$ cat config.mk
export PLATFORM = sky130hd
export DESIGN_NAME = readyPoller
export DESIGN_NICKNAME = d
export VERILOG_FILES = /design/src/rtl/pollPkg.sv /design/src/rtl/pollCtrl.sv /design/src/rtl/pollData.sv /design/src/rtl/readyPoller.sv
export SDC_FILE = /design/constraint.sdc
export NUM_CORES = 1
export LEC_CHECK = 0
export BUFFER_PORTS_ARGS = -buffer_cell sky130_fd_sc_hd__buf_2
export CAP_MARGIN = 20
export CORE_UTILIZATION = 48
export DETAILED_ROUTE_END_ITERATION = 12
export PLACE_DENSITY = 0.84
export SKIP_CTS_REPAIR_TIMING = 1
export SLEW_MARGIN = 20
export SYNTH_ARGS = -nofsm -noshare
export SYNTH_HDL_FRONTEND = slang
export SYNTH_SLANG_ARGS = --single-unit
$ cat constraint.sdc
create_clock -name clk -period 2 [get_ports clk]
set_clock_uncertainty 0.2 [all_clocks]
set_input_delay 0.2 -clock clk [delete_from_list [all_inputs] [get_ports clk]]
set_output_delay 0.2 -clock clk [all_outputs]
set_load 0.05 [all_outputs]
$ cat src/rtl/pollPkg.sv
package pollPkg;
  localparam int DRIVE_CNT = 4;
  localparam int IDX_W = 2;

  typedef struct packed {
    logic active;
    logic tick;
  } pollStrobe_t;
endpackage

$ cat src/rtl/pollCtrl.sv
module pollCtrl
  import pollPkg::*;
#(
  parameter int SCAN_CYCLES = 16384
) (
  input  logic             clk,
  input  logic             hwRst,
  input  logic             softRst,
  input  logic             cmdBusy,
  input  logic             rwActive,
  input  logic             miniCfg,
  output pollStrobe_t      strobe,
  output logic [IDX_W-1:0] curDrive
);
  localparam int SLOT_STD = SCAN_CYCLES / DRIVE_CNT;
  localparam int SLOT_MINI = 2 * SLOT_STD;
  localparam int CNT_W = $clog2(SLOT_MINI);
  localparam logic [CNT_W-1:0] LIM_STD = CNT_W'(SLOT_STD - 1);
  localparam logic [CNT_W-1:0] LIM_MINI = CNT_W'(SLOT_MINI - 1);

  logic [CNT_W-1:0] slotCnt;
  logic [IDX_W-1:0] scanPos;
  logic [CNT_W-1:0] slotLimit;
  logic             isActive;
  logic             slotEnd;
  logic             slotCut;

  assign isActive  = !cmdBusy && !rwActive;
  assign slotLimit = miniCfg ? LIM_MINI : LIM_STD;
  assign slotEnd   = isActive && (slotCnt >= slotLimit);
  assign slotCut   = !isActive && (slotCnt != '0);

  // position 0,1,2,3 -> drive index 0,1,3,2 (Gray code)
  assign curDrive = scanPos ^ {1'b0, scanPos[IDX_W-1]};

  assign strobe.active = isActive;
  assign strobe.tick   = slotEnd;

  always_ff @(posedge clk or posedge hwRst) begin
    if (hwRst) begin
      slotCnt <= '0;
      scanPos <= '0;
    end else if (softRst) begin
      slotCnt <= '0;
      scanPos <= '0;
    end else if (slotEnd || slotCut) begin
      slotCnt <= '0;
      scanPos <= scanPos + IDX_W'(1);
    end else if (isActive) begin
      slotCnt <= slotCnt + CNT_W'(1);
    end
  end
endmodule

$ cat src/rtl/pollData.sv
module pollData
  import pollPkg::*;
(
  input  logic                 clk,
  input  logic                 hwRst,
  input  logic                 softRst,
  input  pollStrobe_t          strobe,
  input  logic [IDX_W-1:0]     curDrive,
  input  logic [DRIVE_CNT-1:0] readyIn,
  input  logic                 irqClear,
  input  logic                 atCfg,
  input  logic [DRIVE_CNT-1:0] cmdSel,
  output logic [DRIVE_CNT-1:0] driveSel,
  output logic                 irqOut,
  output logic [IDX_W-1:0]     changedIdx,
  output logic [DRIVE_CNT-1:0] readySnap
);
  logic sampled;
  logic differs;

  assign sampled = readyIn[curDrive];
  assign differs = sampled != readySnap[curDrive];

  always_comb begin
    if (strobe.active && !atCfg) driveSel = DRIVE_CNT'(1) << curDrive;
    else                         driveSel = cmdSel;
  end

  always_ff @(posedge clk or posedge hwRst) begin
    if (hwRst) begin
      readySnap  <= '0;
      irqOut     <= 1'b0;
      changedIdx <= '0;
    end else if (softRst) begin
      readySnap  <= '0;
      irqOut     <= 1'b0;
      changedIdx <= '0;
    end else if (strobe.tick && differs && !irqOut) begin
      irqOut              <= 1'b1;
      changedIdx          <= curDrive;
      readySnap[curDrive] <= sampled;
    end else if (irqClear) begin
      irqOut <= 1'b0;
    end
  end
endmodule

$ cat src/rtl/readyPoller.sv
module readyPoller
  import pollPkg::*;
#(
  parameter int SCAN_CYCLES = 16384
) (
  input  logic       clk,
  input  logic       hwRst,
  input  logic       softRst,
  input  logic       cmdBusy,
  input  logic       rwActive,
  input  logic       cfgLoad,
  input  logic       miniRate,
  input  logic       atMode,
  input  logic [3:0] cmdSel,
  input  logic [3:0] readyIn,
  input  logic       irqClear,
  output logic [3:0] driveSel,
  output logic       irqOut,
  output logic [1:0] changedIdx,
  output logic [3:0] readySnap
);
  logic             atCfg;
  logic             miniCfg;
  pollStrobe_t      strobe;
  logic [IDX_W-1:0] curDrive;

  // settings survive soft reset; only hardware reset returns to base
  always_ff @(posedge clk or posedge hwRst) begin
    if (hwRst) begin
      atCfg   <= 1'b0;
      miniCfg <= 1'b0;
    end else if (cfgLoad) begin
      atCfg   <= atMode;
      miniCfg <= miniRate;
    end
  end

  pollCtrl #(.SCAN_CYCLES(SCAN_CYCLES)) i_ctrl (
    .clk      (clk),
    .hwRst    (hwRst),
    .softRst  (softRst),
    .cmdBusy  (cmdBusy),
    .rwActive (rwActive),
    .miniCfg  (miniCfg),
    .strobe   (strobe),
    .curDrive (curDrive)
  );

  pollData i_data (
    .clk        (clk),
    .hwRst      (hwRst),
    .softRst    (softRst),
    .strobe     (strobe),
    .curDrive   (curDrive),
    .readyIn    (readyIn),
    .irqClear   (irqClear),
    .atCfg      (atCfg),
    .cmdSel     (cmdSel),
    .driveSel   (driveSel),
    .irqOut     (irqOut),
    .changedIdx (changedIdx),
    .readySnap  (readySnap)
  );
endmodule

# After elaboration in Yosys (flattened, before gate mapping)
# Cells that the tools add are included.
[op_classes]
add_sub_neg = 2
n_lt_le_gt_ge = 3
eq_ne = 1
shifts = 1
mux = 21
bitwise = 1
reduce_logical = 18
[op_table]
columns = ["op", "count"]
rows = [
  ["2-to-1 mux 13 bit", 4],
  ["adder 13 x 1 -> 13 bit, second input constant", 1],
  ["greater-or-equal comparator 13 bit", 1],
  ["nonzero test 13 bit", 1],
  ["2-to-1 mux 4 bit", 3],
  ["2-to-1 mux 2 bit", 4],
  ["logical AND 1 bit", 7],
  ["2-to-1 mux 1 bit", 6],
  ["nonzero test 3 bit", 2],
  ["logical NOT 1 bit", 5],
  ["binary-select mux 1 bit (select 2 bit)", 2],
  ["bitwise mux 4 bit", 1],
  ["nonzero test 2 bit", 2],
  ["<< shifter 1 x 2 -> 4 bit, first input constant", 1],
  ["less-than comparator 2 x 3 -> 1 bit, second input constant", 1],
  ["adder 2 x 1 -> 2 bit, second input constant", 1],
  ["demux 1 bit (select 2 bit)", 1],
  ["greater-or-equal comparator 2 x 1 -> 1 bit, second input constant", 1],
  ["bitwise XOR 2 x 1 -> 2 bit", 1],
  ["logical OR 1 bit", 1],
  ["inequality test 1 bit", 1],
]
[totals]
register_bits = 24
in_bits = 17

# Logic depth before layout (Yosys ltp)
[logic_depth]
depth_word = 8
depth_mapped = 7

# By module
# Synthesis repeated with hierarchy kept, for this count alone.
[hier_totals]
cells_unflattened = 152
hier_area_um2 = 1496.4
[modules_own_cells]
columns = ["mod", "n_inst", "cells_each", "area_each_um2", "seq_area_each_um2"]
rows = [
  ["pollCtrl", 1, 92, 928.4, 375.4],
  ["pollData", 1, 55, 491.7, 175.2],
  ["readyPoller", 1, 5, 76.3, 50.0],
]

# Worst setup path before layout
# Ideal clock, no wire load.
[synth_path]
path_kind = "reg-to-reg"
from = "register i_ctrl.slotCnt[0]"
to = "register i_ctrl.scanPos[0]"
setup_time_ns = 0.125
arrival_ns = 1.707
t_required_ns = 1.675
slack_ns = -0.032
path_stages_with_launch = 7
n_path_buf = 1
synth_period_minus_slack_ns = 2.032
cell_sequence = "dfrtp_1 ha_1 clkbuf_1 a21o_1 a41o_4 a21o_2 mux2_4"
[synth_between]
elab_chain_len = 4
[synth_rtl]
columns = ["item", "line", "text"]
rows = [
  ["start, declared", "pollCtrl.sv:21", "logic [CNT_W-1:0] slotCnt;"],
  ["start signal, assigned", "pollCtrl.sv:50", "slotCnt <= slotCnt + CNT_W'(1);"],
  ["greater-or-equal comparator 13 bit / nonzero test 13 bit (equally long branches)", "pollCtrl.sv:30, pollCtrl.sv:31", ""],
  ["logical AND 1 bit, on equally long branches", "pollCtrl.sv:30, pollCtrl.sv:31", ""],
  ["logical OR 1 bit *", "pollCtrl.sv:46", "end else if (slotEnd || slotCut) begin"],
  ["nonzero test 2 bit (no line) *", "-", ""],
  ["end signal, assigned", "pollCtrl.sv:48", "scanPos <= scanPos + IDX_W'(1);"],
  ["end, declared", "pollCtrl.sv:22", "logic [IDX_W-1:0] scanPos;"],
]
# Every way passes the cells marked *; elsewhere a longest branch is shown, timed or not.
# A chain may end at the register's enable or synchronous reset.

# Final worst setup path
[layout_path]
from = "register i_ctrl.slotCnt[1]"
to = "register i_ctrl.scanPos[0]"
# Same word-level chain as after synthesis.

==> impl_metrics.json <==
{
  "fill_cells": 238,
  "crit_path_max_fanout": 5,
  "syn_to_final_growth_pct": 29.3,
  "critPathKind": "reg2reg",
  "hold_class": "in2reg",
  "tritoncts": "done",
  "ir_drop_v": 0.000629,
  "via_per_inst": 5.38,
  "die_area_um2": 3390,
  "wire_per_inst_um": 14.5,
  "layout_commonest_cell": "buf_2",
  "dp_cells": 218,
  "nets": 214,
  "worst_r2r_startpoint": "i_ctrl.slotCnt[1]",
  "placementRows": 20,
  "final_max_slew_viol_count": 0,
  "htreeDepth": 1,
  "dr.pass1.iters": 4,
  "synth_area_per_cell_um2": 10.5,
  "fmax_mhz": 509,
  "cp_slowest_cell": "dfrtp_1",
  "dpl.hpwl_mm": 2.36,
  "cap_violations": 0,
  "cts-root-buf": "clkbuf_4",
  "holdPathStages": 4,
  "hold_slack_ns": 0.138,
  "portBuffers": 27,
  "critPathLaunchType": "flip-flop",
  "holdPathEnd": "i_ctrl.slotCnt[0]",
  "period_needed_ns": 1.97,
  "detail_route.iter0.violations": 44,
  "fin_ws_ns": 0.0340,
  "place_congestion": 0.816,
  "coreArea_um2": 3030,
  "die_h_um": 58.2,
  "syn_nets": 168,
  "yosys_warnings": 0,
  "dr_total_vias": 1253,
  "yosys.area.top_type": "dfrtp_1",
  "cts_buffers": 3,
  "critPathArrivalTime_ns": 1.98,
  "tightest_slew_ns": 0.424,
  "drtAntennaViolNets": 0,
  "leakage_nw": 0.956,
  "crit_path_end_kind": "flip-flop",
  "reg2reg_to": "i_ctrl.scanPos[0]",
  "netlist_area_um2": 1520,
  "maxSlewHeadroom": 0.714,
  "slowest_delay_ns": 0.46,
  "grt.total_usage": 0.192,
  "start_util": 0.501,
  "grt_pass1_vias": 1163,
  "power_density_nw_per_um2": 539,
  "syn_inst": 144,
  "cts_buffer_depth": 2,
  "min_period_over_period": 0.983,
  "layout-drive-gt1-share": 0.402,
  "setup_tns_ns": 0,
  "layout_common_cells": "buf_2 (27), dfrtp_1 (23), xor2_1 (14)",
  "r2r_cells": 5,
  "finalWirelength_mm": 3.39,
  "placed_cell_area_um2": 1750,
  "yosys_register_bits": 24,
  "r2r_setup_slack_ns": 0.03,
  "grt_pass1_wl_mm": 5.01,
  "rsz0062_at_grt": "true",
  "min_from": "rwActive",
  "final_area_um2": 1960,
  "antenna_cells": 0,
  "synth_top_area_share": 0.396,
  "die_width_um": 58.2,
  "drc": 0,
  "clk_latency_ns": 0.32,
  "cts_sinks": 24,
  "top_level_ports": 28,
  "hold_violations": 0,
  "crit_chain": "ha_2 -> a21o_1 -> a41o_4 -> a21o_4 -> mux2_4",
  "fin_cells": 233,
  "synthTopCellsByArea": "dfrtp_1 (40%), xor2_1 (8.1%), ha_1 (5.8%), mux2i_1 (4.6%), nand2b_1 (4.1%)",
  "dp_slack_ns": 0.0132,
  "antenna_found_initial": 0,
  "yosysSeqAreaShare": 0.396,
  "grt_overflow": 0,
  "required_ns": 2.01,
  "setup_viol": 0,
  "outcome": "completed",
  "ys_types": 35,
  "grt_max_degree": 25,
  "clk_pin_slew_ns": 0.15
}
==> cell families after synthesis <==
logic type      after synthesis  share of synthesized area
compound gates               11                     0.0577
flops                        24                      0.396
simple gates                 62                      0.248
fa+ha+maj                     7                     0.0577
mux                          15                      0.123
buf+inv                      11                     0.0371
xor+xnor                     14                     0.0808
==> per-stage QoR <==
step           power [W]   util
6_report         0.00106  0.648
3_3_place_gp    0.000672  0.579
4_1_cts          0.00103  0.596
2_1_floorplan   0.000624      -
5_1_grt          0.00109  0.648
3_5_place_dp    0.000679  0.579
==> synth_stat cells (all sizes together) <==
cell type,n
nand2b,10
dfrtp,24
clkbuf,3
mux2i,7
nor4,2
nor2,14
a41oi,1
xor2,14
nand4b,2
nor2b,4
nand3,6
nand2,6
o21ai,1
mux2,6
buf,2
and3,3
nand3b,1
and4,2
a211o,1
a21oi,3
nand4,8
mux4,2
a21o,2
and2,1
a41o,1
nor4b,1
or2,2
a31oi,2
inv,6
ha,7
==> worst max-delay path: cells and delay by family (launching register included) <==
family	cells	cell delay [ns]
multiplexers	1	0.29
AO/OA/AOI/OAI	3	0.70
flip-flops	1	0.46
adder cells (fa/ha/maj)	1	0.21
==> worst max path at each step <==
stage	startpoint	end	slack (ns)
floorplan	i_ctrl.slotCnt[0]	i_ctrl.scanPos[0]	0.04
global placement	miniCfg	i_ctrl.slotCnt[11]	0.08
detailed placement	i_ctrl.slotCnt[12]	i_ctrl.slotCnt[7]	0.01
CTS	atCfg	driveSel[0]	-0.06
global route	i_ctrl.slotCnt[0]	i_ctrl.slotCnt[8]	-0.04
finish	i_ctrl.slotCnt[1]	i_ctrl.scanPos[0]	0.03
==> report_power, final <==
part	switching, W	internal, W
Sequential	0.00000758	0.000494
Combinational	0.000105	0.0000950
Clock	0.000155	0.000203
==> sequential cells by signal, summed over array words and instances, names as in the netlist <==
signal / flops
i_data.irqOut: 1
i_data.changedIdx: 2
i_data.readySnap: 4
i_ctrl.scanPos: 2
i_ctrl.slotCnt: 13
miniCfg: 1
atCfg: 1
==> per-layer routing <==
layer,up-vias,global-route usage,wire length [um]
li1,596,-,-
met1,621,0.232,1420
met2,36,0.355,1860
met3,0,0.0357,114
met4,0,0.0374,0
met5,-,0,0
==> final cells by class <==
type,count,area (um2),area share
clock buffers,3,22.5,0.0115
clock inverters,1,30.0,0.0153
inverters,6,22.5,0.0115
multi-input cells,109,922,0.470
flip-flops and latches,24,602,0.307
well taps,44,55.1,0.0280
repair buffers,46,309,0.157
Power figures use the tool's default switching activity.
